File: src/rtl/dpll_mode_pkg.sv
`timescale 1ns/1ps
package dpll_mode_pkg;

  typedef enum logic [2:0] {
    ST_INIT      = 3'd0,
    ST_NORMAL    = 3'd1,
    ST_AUTO_HOLD = 3'd2,
    ST_HOLD      = 3'd3,
    ST_FREE      = 3'd4
  } mode_t;

  localparam logic [1:0] SRC_TRACK  = 2'b00;
  localparam logic [1:0] SRC_REPLAY = 2'b01;
  localparam logic [1:0] SRC_OSC    = 2'b10;

  // select pin decode: 00 normal, 01 holdover, 1x freerun
  function automatic mode_t pin_mode(input logic [1:0] sel);
    case (sel)
      2'b00:   pin_mode = ST_NORMAL;
      2'b01:   pin_mode = ST_HOLD;
      default: pin_mode = ST_FREE;
    endcase
  endfunction

endpackage

File: src/rtl/ref_sync.sv
`timescale 1ns/1ps
module ref_sync #(
  parameter int   STAGES  = 2,
  parameter logic RST_VAL = 1'b1
) (
  input  logic clk,
  input  logic rst_n,
  input  logic d_async,
  output logic q
);
  logic [STAGES-1:0] sh_q;
  logic [STAGES-1:0] sh_d;

  always_comb sh_d = {sh_q[STAGES-2:0], d_async};

  always_ff @(posedge clk or negedge rst_n) begin
    if (!rst_n) sh_q <= {STAGES{RST_VAL}};
    else        sh_q <= sh_d;
  end

  assign q = sh_q[STAGES-1];
endmodule

File: src/rtl/mode_fsm.sv
`timescale 1ns/1ps
module mode_fsm
  import dpll_mode_pkg::*;
(
  input  logic       clk,
  input  logic       rst_n,
  input  logic [1:0] mode_sel,
  input  logic       ref_ok,
  input  logic       tie_pin,
  input  logic       lock_ind,
  output mode_t      mode_q,
  output logic       tie_q,
  output logic       locking_q
);
  mode_t pin_m;
  mode_t mode_d;
  logic  mode_chg;
  logic  pin_follow;
  logic  tie_d;
  logic  locking_d;

  always_comb begin
    pin_m  = pin_mode(mode_sel);
    mode_d = mode_q;
    case (mode_q)
      ST_INIT:      mode_d = pin_m;
      ST_NORMAL: begin
        if (pin_m != ST_NORMAL) mode_d = pin_m;
        else if (!ref_ok)       mode_d = ST_AUTO_HOLD;
      end
      ST_AUTO_HOLD: begin
        if (pin_m != ST_NORMAL) mode_d = pin_m;
        else if (ref_ok)        mode_d = ST_NORMAL;
      end
      ST_HOLD, ST_FREE: mode_d = pin_m;
      default:          mode_d = ST_INIT;
    endcase
  end

  always_comb begin
    mode_chg   = (mode_d != mode_q);
    pin_follow = ((mode_q == ST_NORMAL)    && (mode_d == ST_AUTO_HOLD)) ||
                 ((mode_q == ST_AUTO_HOLD) && (mode_d == ST_NORMAL))    ||
                 ((mode_q == ST_HOLD)      && (mode_d == ST_NORMAL));
    if (pin_follow)                tie_d = tie_pin;
    else if (mode_d == ST_NORMAL)  tie_d = 1'b1;
    else                           tie_d = 1'b0;
  end

  always_comb begin
    locking_d = 1'b0;
    if ((mode_q == ST_INIT) && (mode_d == ST_NORMAL))
      locking_d = 1'b1;
    else if ((mode_q == ST_NORMAL) && (mode_d == ST_NORMAL) && locking_q && !lock_ind)
      locking_d = 1'b1;
  end

  always_ff @(posedge clk or negedge rst_n) begin
    if (!rst_n) begin
      mode_q <= ST_INIT;
      tie_q  <= 1'b0;
    end else if (mode_chg) begin
      mode_q <= mode_d;
      tie_q  <= tie_d;
    end
  end

  always_ff @(posedge clk or negedge rst_n) begin
    if (!rst_n) locking_q <= 1'b0;
    else        locking_q <= locking_d;
  end


  auto_entry_chk: assert property (@(posedge clk) disable iff (!rst_n)
    (mode_q == ST_NORMAL && !ref_ok && mode_sel == 2'b00) |=> (mode_q == ST_AUTO_HOLD));


  tie_follow_chk: assert property (@(posedge clk) disable iff (!rst_n)
    (mode_q == ST_NORMAL && !ref_ok && mode_sel == 2'b00) |=> (tie_q == $past(tie_pin)));


  tie_free_off_chk: assert property (@(posedge clk) disable iff (!rst_n)
    (mode_q != ST_FREE && mode_sel[1]) |=> !tie_q);


  hold_stays_chk: assert property (@(posedge clk) disable iff (!rst_n)
    (mode_q == ST_HOLD && mode_sel == 2'b01) |=> (mode_q == ST_HOLD));


  lock_clear_chk: assert property (@(posedge clk) disable iff (!rst_n)
    (locking_q && lock_ind) |=> !locking_q);
endmodule

File: src/rtl/mode_decode.sv
`timescale 1ns/1ps
module mode_decode
  import dpll_mode_pkg::*;
(
  input  logic       clk,
  input  logic       rst_n,
  input  mode_t      mode_q,
  input  logic       fast_lock_req,
  output logic       st_normal,
  output logic       st_holdover,
  output logic       st_freerun,
  output logic       auto_hold,
  output logic       fast_lock,
  output logic [1:0] src_sel
);
  always_comb begin
    st_normal   = 1'b0;
    st_holdover = 1'b0;
    st_freerun  = 1'b0;
    auto_hold   = 1'b0;
    src_sel     = SRC_OSC;
    case (mode_q)
      ST_NORMAL: begin
        st_normal = 1'b1;
        src_sel   = SRC_TRACK;
      end
      ST_AUTO_HOLD: begin
        st_holdover = 1'b1;
        auto_hold   = 1'b1;
        src_sel     = SRC_REPLAY;
      end
      ST_HOLD: begin
        st_holdover = 1'b1;
        src_sel     = SRC_REPLAY;
      end
      ST_FREE: st_freerun = 1'b1;
      default: src_sel = SRC_OSC;
    endcase
    fast_lock = st_normal & fast_lock_req;
  end


  status_onehot_chk: assert property (@(posedge clk) disable iff (!rst_n)
    $onehot0({st_normal, st_holdover, st_freerun}));


  fast_lock_mode_chk: assert property (@(posedge clk) disable iff (!rst_n)
    fast_lock |-> (st_normal && src_sel == SRC_TRACK));
endmodule

File: src/rtl/dpll_mode_ctrl.sv
`timescale 1ns/1ps
module dpll_mode_ctrl
  import dpll_mode_pkg::*;
#(
  parameter int SYNC_STAGES = 2
) (
  input  logic       clk,
  input  logic       rst_n,
  input  logic [1:0] mode_sel,
  input  logic       ref_valid_async,
  input  logic       tie_pin,
  input  logic       fast_lock_req,
  input  logic       lock_ind,
  output logic       st_normal,
  output logic       st_holdover,
  output logic       st_freerun,
  output logic       auto_hold,
  output logic       tie_en,
  output logic       fast_lock,
  output logic       locking,
  output logic [1:0] src_sel
);
  logic  ref_ok;
  mode_t mode_q;

  ref_sync #(.STAGES(SYNC_STAGES), .RST_VAL(1'b1)) u_sync (
    .clk     (clk),
    .rst_n   (rst_n),
    .d_async (ref_valid_async),
    .q       (ref_ok)
  );

  mode_fsm u_fsm (
    .clk       (clk),
    .rst_n     (rst_n),
    .mode_sel  (mode_sel),
    .ref_ok    (ref_ok),
    .tie_pin   (tie_pin),
    .lock_ind  (lock_ind),
    .mode_q    (mode_q),
    .tie_q     (tie_en),
    .locking_q (locking)
  );

  mode_decode u_dec (
    .clk           (clk),
    .rst_n         (rst_n),
    .mode_q        (mode_q),
    .fast_lock_req (fast_lock_req),
    .st_normal     (st_normal),
    .st_holdover   (st_holdover),
    .st_freerun    (st_freerun),
    .auto_hold     (auto_hold),
    .fast_lock     (fast_lock),
    .src_sel       (src_sel)
  );


  pin_free_chk: assert property (@(posedge clk) disable iff (!rst_n)
    mode_sel[1] |=> (st_freerun && !tie_en));
endmodule

File: config.mk
export PLATFORM = sky130hd
export DESIGN_NAME = dpll_mode_ctrl
export DESIGN_NICKNAME = d
export VERILOG_FILES = /design/src/rtl/dpll_mode_pkg.sv /design/src/rtl/ref_sync.sv /design/src/rtl/mode_fsm.sv /design/src/rtl/mode_decode.sv /design/src/rtl/dpll_mode_ctrl.sv
export SDC_FILE = /design/constraint.sdc
export NUM_CORES = 1
export LEC_CHECK = 0
export ABC_AREA = 1
export ABC_CLOCK_PERIOD_IN_PS = 1840
export BUFFER_PORTS_ARGS = -buffer_cell sky130_fd_sc_hd__buf_2
export CORE_AREA = 2 2 39 41
export CTS_BUF_LIST = sky130_fd_sc_hd__clkbuf_16
export DETAILED_ROUTE_END_ITERATION = 8
export DIE_AREA = 0 0 41 43
export PLACE_DENSITY = 0.68
export SETUP_SLACK_MARGIN = 0.5
export SLEW_MARGIN = 20
export SYNTH_ARGS = -nofsm -noshare
export SYNTH_HDL_FRONTEND = slang
export SYNTH_SLANG_ARGS = --single-unit
File: constraint.sdc
create_clock -name clk -period 1.84 [get_ports clk]
set_input_delay 0.368 -clock clk [delete_from_list [all_inputs] [get_ports clk]]
set_output_delay 0.368 -clock clk [all_outputs]
set_load 0.02 [all_outputs]
==> impl_metrics.toml <==
[synthesis]
synth_nets = 94
synth_area_um2 = 571
yosys.area_share.simple_pct = 52.0
synthMuxAreaShare_pct = 0
synth_top_family_by_area = "simple AND/OR/NAND/NOR gates"
yosysWarnings = 0
ys_seq_area_share_pct = 31.1
synth_compound_area_share_pct = 3.29
synth_cell_types = 19
synth-adder-area-share_pct = 0
synthCells = 86
synth_area_per_cell_um2 = 6.63
synth_xor_area_share_pct = 0
ys_ff_latch = 7

[critical_path]
rrSetupSlack_ns = 0.31
worstSetupPathType = "reg -> out"
cp-startpoint = "u_fsm.mode_q[1]"
crit_required_ns = 1.47
end_kind = "primary output"
cp_data_arrival_time_ns = 1.16
cp_max_fo = 5
r2r-start = "u_fsm.mode_q[1]"
start_kind = "flip-flop"

[timing]
period_minus_slack_ns = 1.53
report.final.slew_viol_count = 0
setup_tns_ns = 0
max_freq_ghz = 0.653
relSlewSlack_pct = 82.5
tightestPinTransition_ns = 0.262
fin_skew_ns = 0.000485
setup_viol = 0
period_share_pct = 83.3
rsz0062_at_grt = "yes"
finalHoldViolCount = 0

[power_and_ir_drop]
power_frac_seq_pct = 19.0
ir_drop_mv = 0.822
clkPwrFrac_pct = 28.5
p_int_uw = 762
p_leak_uw = 0.000516
switching_share_pct = 38.9
netSwitchingPower_uw = 486
power_uw = 1250
p_per_area_nw_per_um2 = 1260
power_frac_comb_pct = 52.4

[hold_path]
hold_path.class = "in -> reg"
worst_hold_startpoint = "ref_valid_async"

[layout]
multiInputGateArea_um2 = 399
fin_cells = 136
seqCellArea_um2 = 181
drive_gt1_share_pct = 60.0
n_fill_cell = 110
syn2layout_area_growth_pct = 73.2
n_antenna_cell = 0
layout.nets = 129

[grt]
overflow = 0
grt_use_total_pct = 21.3
busiest_layer = "met2"
grt_antenna_before_repair = 0
use_met2_pct = 35.3
met3_usage_pct = 3.66
grt_pass1_vias = 646
grtUsageMet1_pct = 21.7
grt_pass1_wl_mm = 2.51
grt_max_degree = 8

[clocking]
path_clk_slew_ns = 0.03
cts_tree = "done"
max-clock-path-buffers = 2
cts_made_buffers = 3
cts_root_buf = "clkbuf_16"
cts-htree-levels = 1
clock_latency_ns = 0.23
cts_sinks = 7

[placed_design]
io_buffer_count = 16
gp_congestion = 0.756
place_inst = 115
place_hpwl_mm = 1.07

[floorplanning]
fp.dieW_um = 41
die_h_um = 43
core-area_um2 = 1380
die-area_um2 = 1760
initial_core_util_pct = 41.2
row_count = 14
num_io_pins = 17

[drt]
wl_mm = 1.69
postRouteAntennaNets = 0
first_iter_violations = 11
routed_wire_length_per_instance_um = 12.4
dr.pass1.iters = 4
vias_per_cell = 5.01
vias = 681
route.detailed.drc = 0

[status]
status = "finished, final reports clean"

[run]
maxCapViolations = 0
## state kept, by name (all words and copies together) (netlist names)
register / count
u_fsm.mode_q: 3
u_sync.sh_q: 2
u_fsm.locking_q: 1
u_fsm.tie_q: 1
## power by group through the flow
stage          logic [uW]  registers, uW  clock network, uW
6_report              654            237                356
2_1_floorplan         333            226                  0
3_3_place_gp          390            243                  0
3_5_place_dp          394            245                  0
5_1_grt               702            241                376
4_1_cts               594            234                363
## kinds of logic after synthesis
logic type	count (synthesis)
AND/OR/NAND/NOR	60
buffers and inverters	16
AO/OA/AOI/OAI	3
flip-flops	7
## path summary, 6_finish.rpt
kind / end / cells after the start
setup / recovery: fast_lock / 6
hold / removal: u_sync.sh_q[0] / 1
setup reg to reg: u_fsm.tie_q / 12
hold reg to reg: u_sync.sh_q[1] / 0
max in group asynchronous: u_sync.sh_q[1] / 2
min in group asynchronous: u_fsm.locking_q / 2
## metal layers
metal  share of wire (%)  vias up
met3                 4.4        6
met5                   0        -
met4                 3.3        0
met1                  38      314
met2                  54       26
li1                    -      335
## through the flow
stage | worst slack, ns | hold slack [ns] | utilization, % | area (um^2)
2_1_floorplan | 0.459 | 0.0724 | - | 588
3_3_place_gp | 0.378 | 0.204 | 47.8 | 662
3_5_place_dp | 0.362 | 0.204 | 47.8 | 662
4_1_cts | 0.299 | 0.237 | 67.5 | 933
5_1_grt | 0.242 | 0.237 | 71.4 | 988
6_report | 0.308 | 0.240 | 71.4 | 988
## worst max-delay path, stage by stage, from the launching register on
cell,delay [ns]
dfrtp_2,0.45
inv_4,0.09
nand2_4,0.05
nor2_4,0.10
inv_2,0.05
nor2_4,0.07
buf_6,0.11
## Yosys cell counts
| cell type | n | area, um^2 |
|---|---|---|
| buf_4 | 2 | 15.0 |
| nand2_1 | 27 | 101 |
| nand2_2 | 5 | 31.3 |
| nand4_1 | 3 | 18.8 |
| nand3_1 | 8 | 40.0 |
| buf_6 | 1 | 11.3 |
| nor2_1 | 10 | 37.5 |
| o21ai_1 | 1 | 5.00 |
| inv_1 | 8 | 30.0 |
| nor4_2 | 1 | 12.5 |
| dfstp_2 | 2 | 52.6 |
| a21oi_2 | 1 | 8.76 |
| inv_2 | 4 | 15.0 |
| nand3_2 | 2 | 20.0 |
| a21oi_1 | 1 | 5.00 |
| nor2_4 | 2 | 22.5 |
| nor2_2 | 2 | 12.5 |
| inv_4 | 1 | 6.26 |
| dfrtp_1 | 5 | 125 |
## area by class of cell
class                   instances  share of cell area (%)
repair buffers                 33                    25.8
flip-flops and latches          7                    18.4
clock inverters                 1                   0.380
inverters                      13                    5.44
clock buffers                   3                    7.59
multi-input cells              63                    40.4
well taps                      16                    2.03
## repair_timing
action	4_1_cts	5_1_grt
endpoints found under the hold margin	5	0
hold buffers	1	0
pin swaps	10	9
setup endpoints to repair	9	11
gates resized for setup	24	11
buffers inserted	13	3
## cells in the final DEF, fill, tap and decap left out
cell           count
nand2_4            3
a21oi_4            1
nand2_1           22
dfstp_2            2
dfrtp_1            2
o21ai_2            1
nand3_2            3
dlygate4sd3_1      1
nand3_1            6
a21oi_1            1
buf_2             10
nor2_1             7
nor2_2             1
nand3_4            1
clkbuf_16          3
buf_6              8
nor2_4             6
inv_1              6
buf_4             14
nand2_2            7
inv_2              6
inv_4              2
nor4_2             1
dfrtp_2            3
nand4_1            3
(Power assumes the default switching activity.)
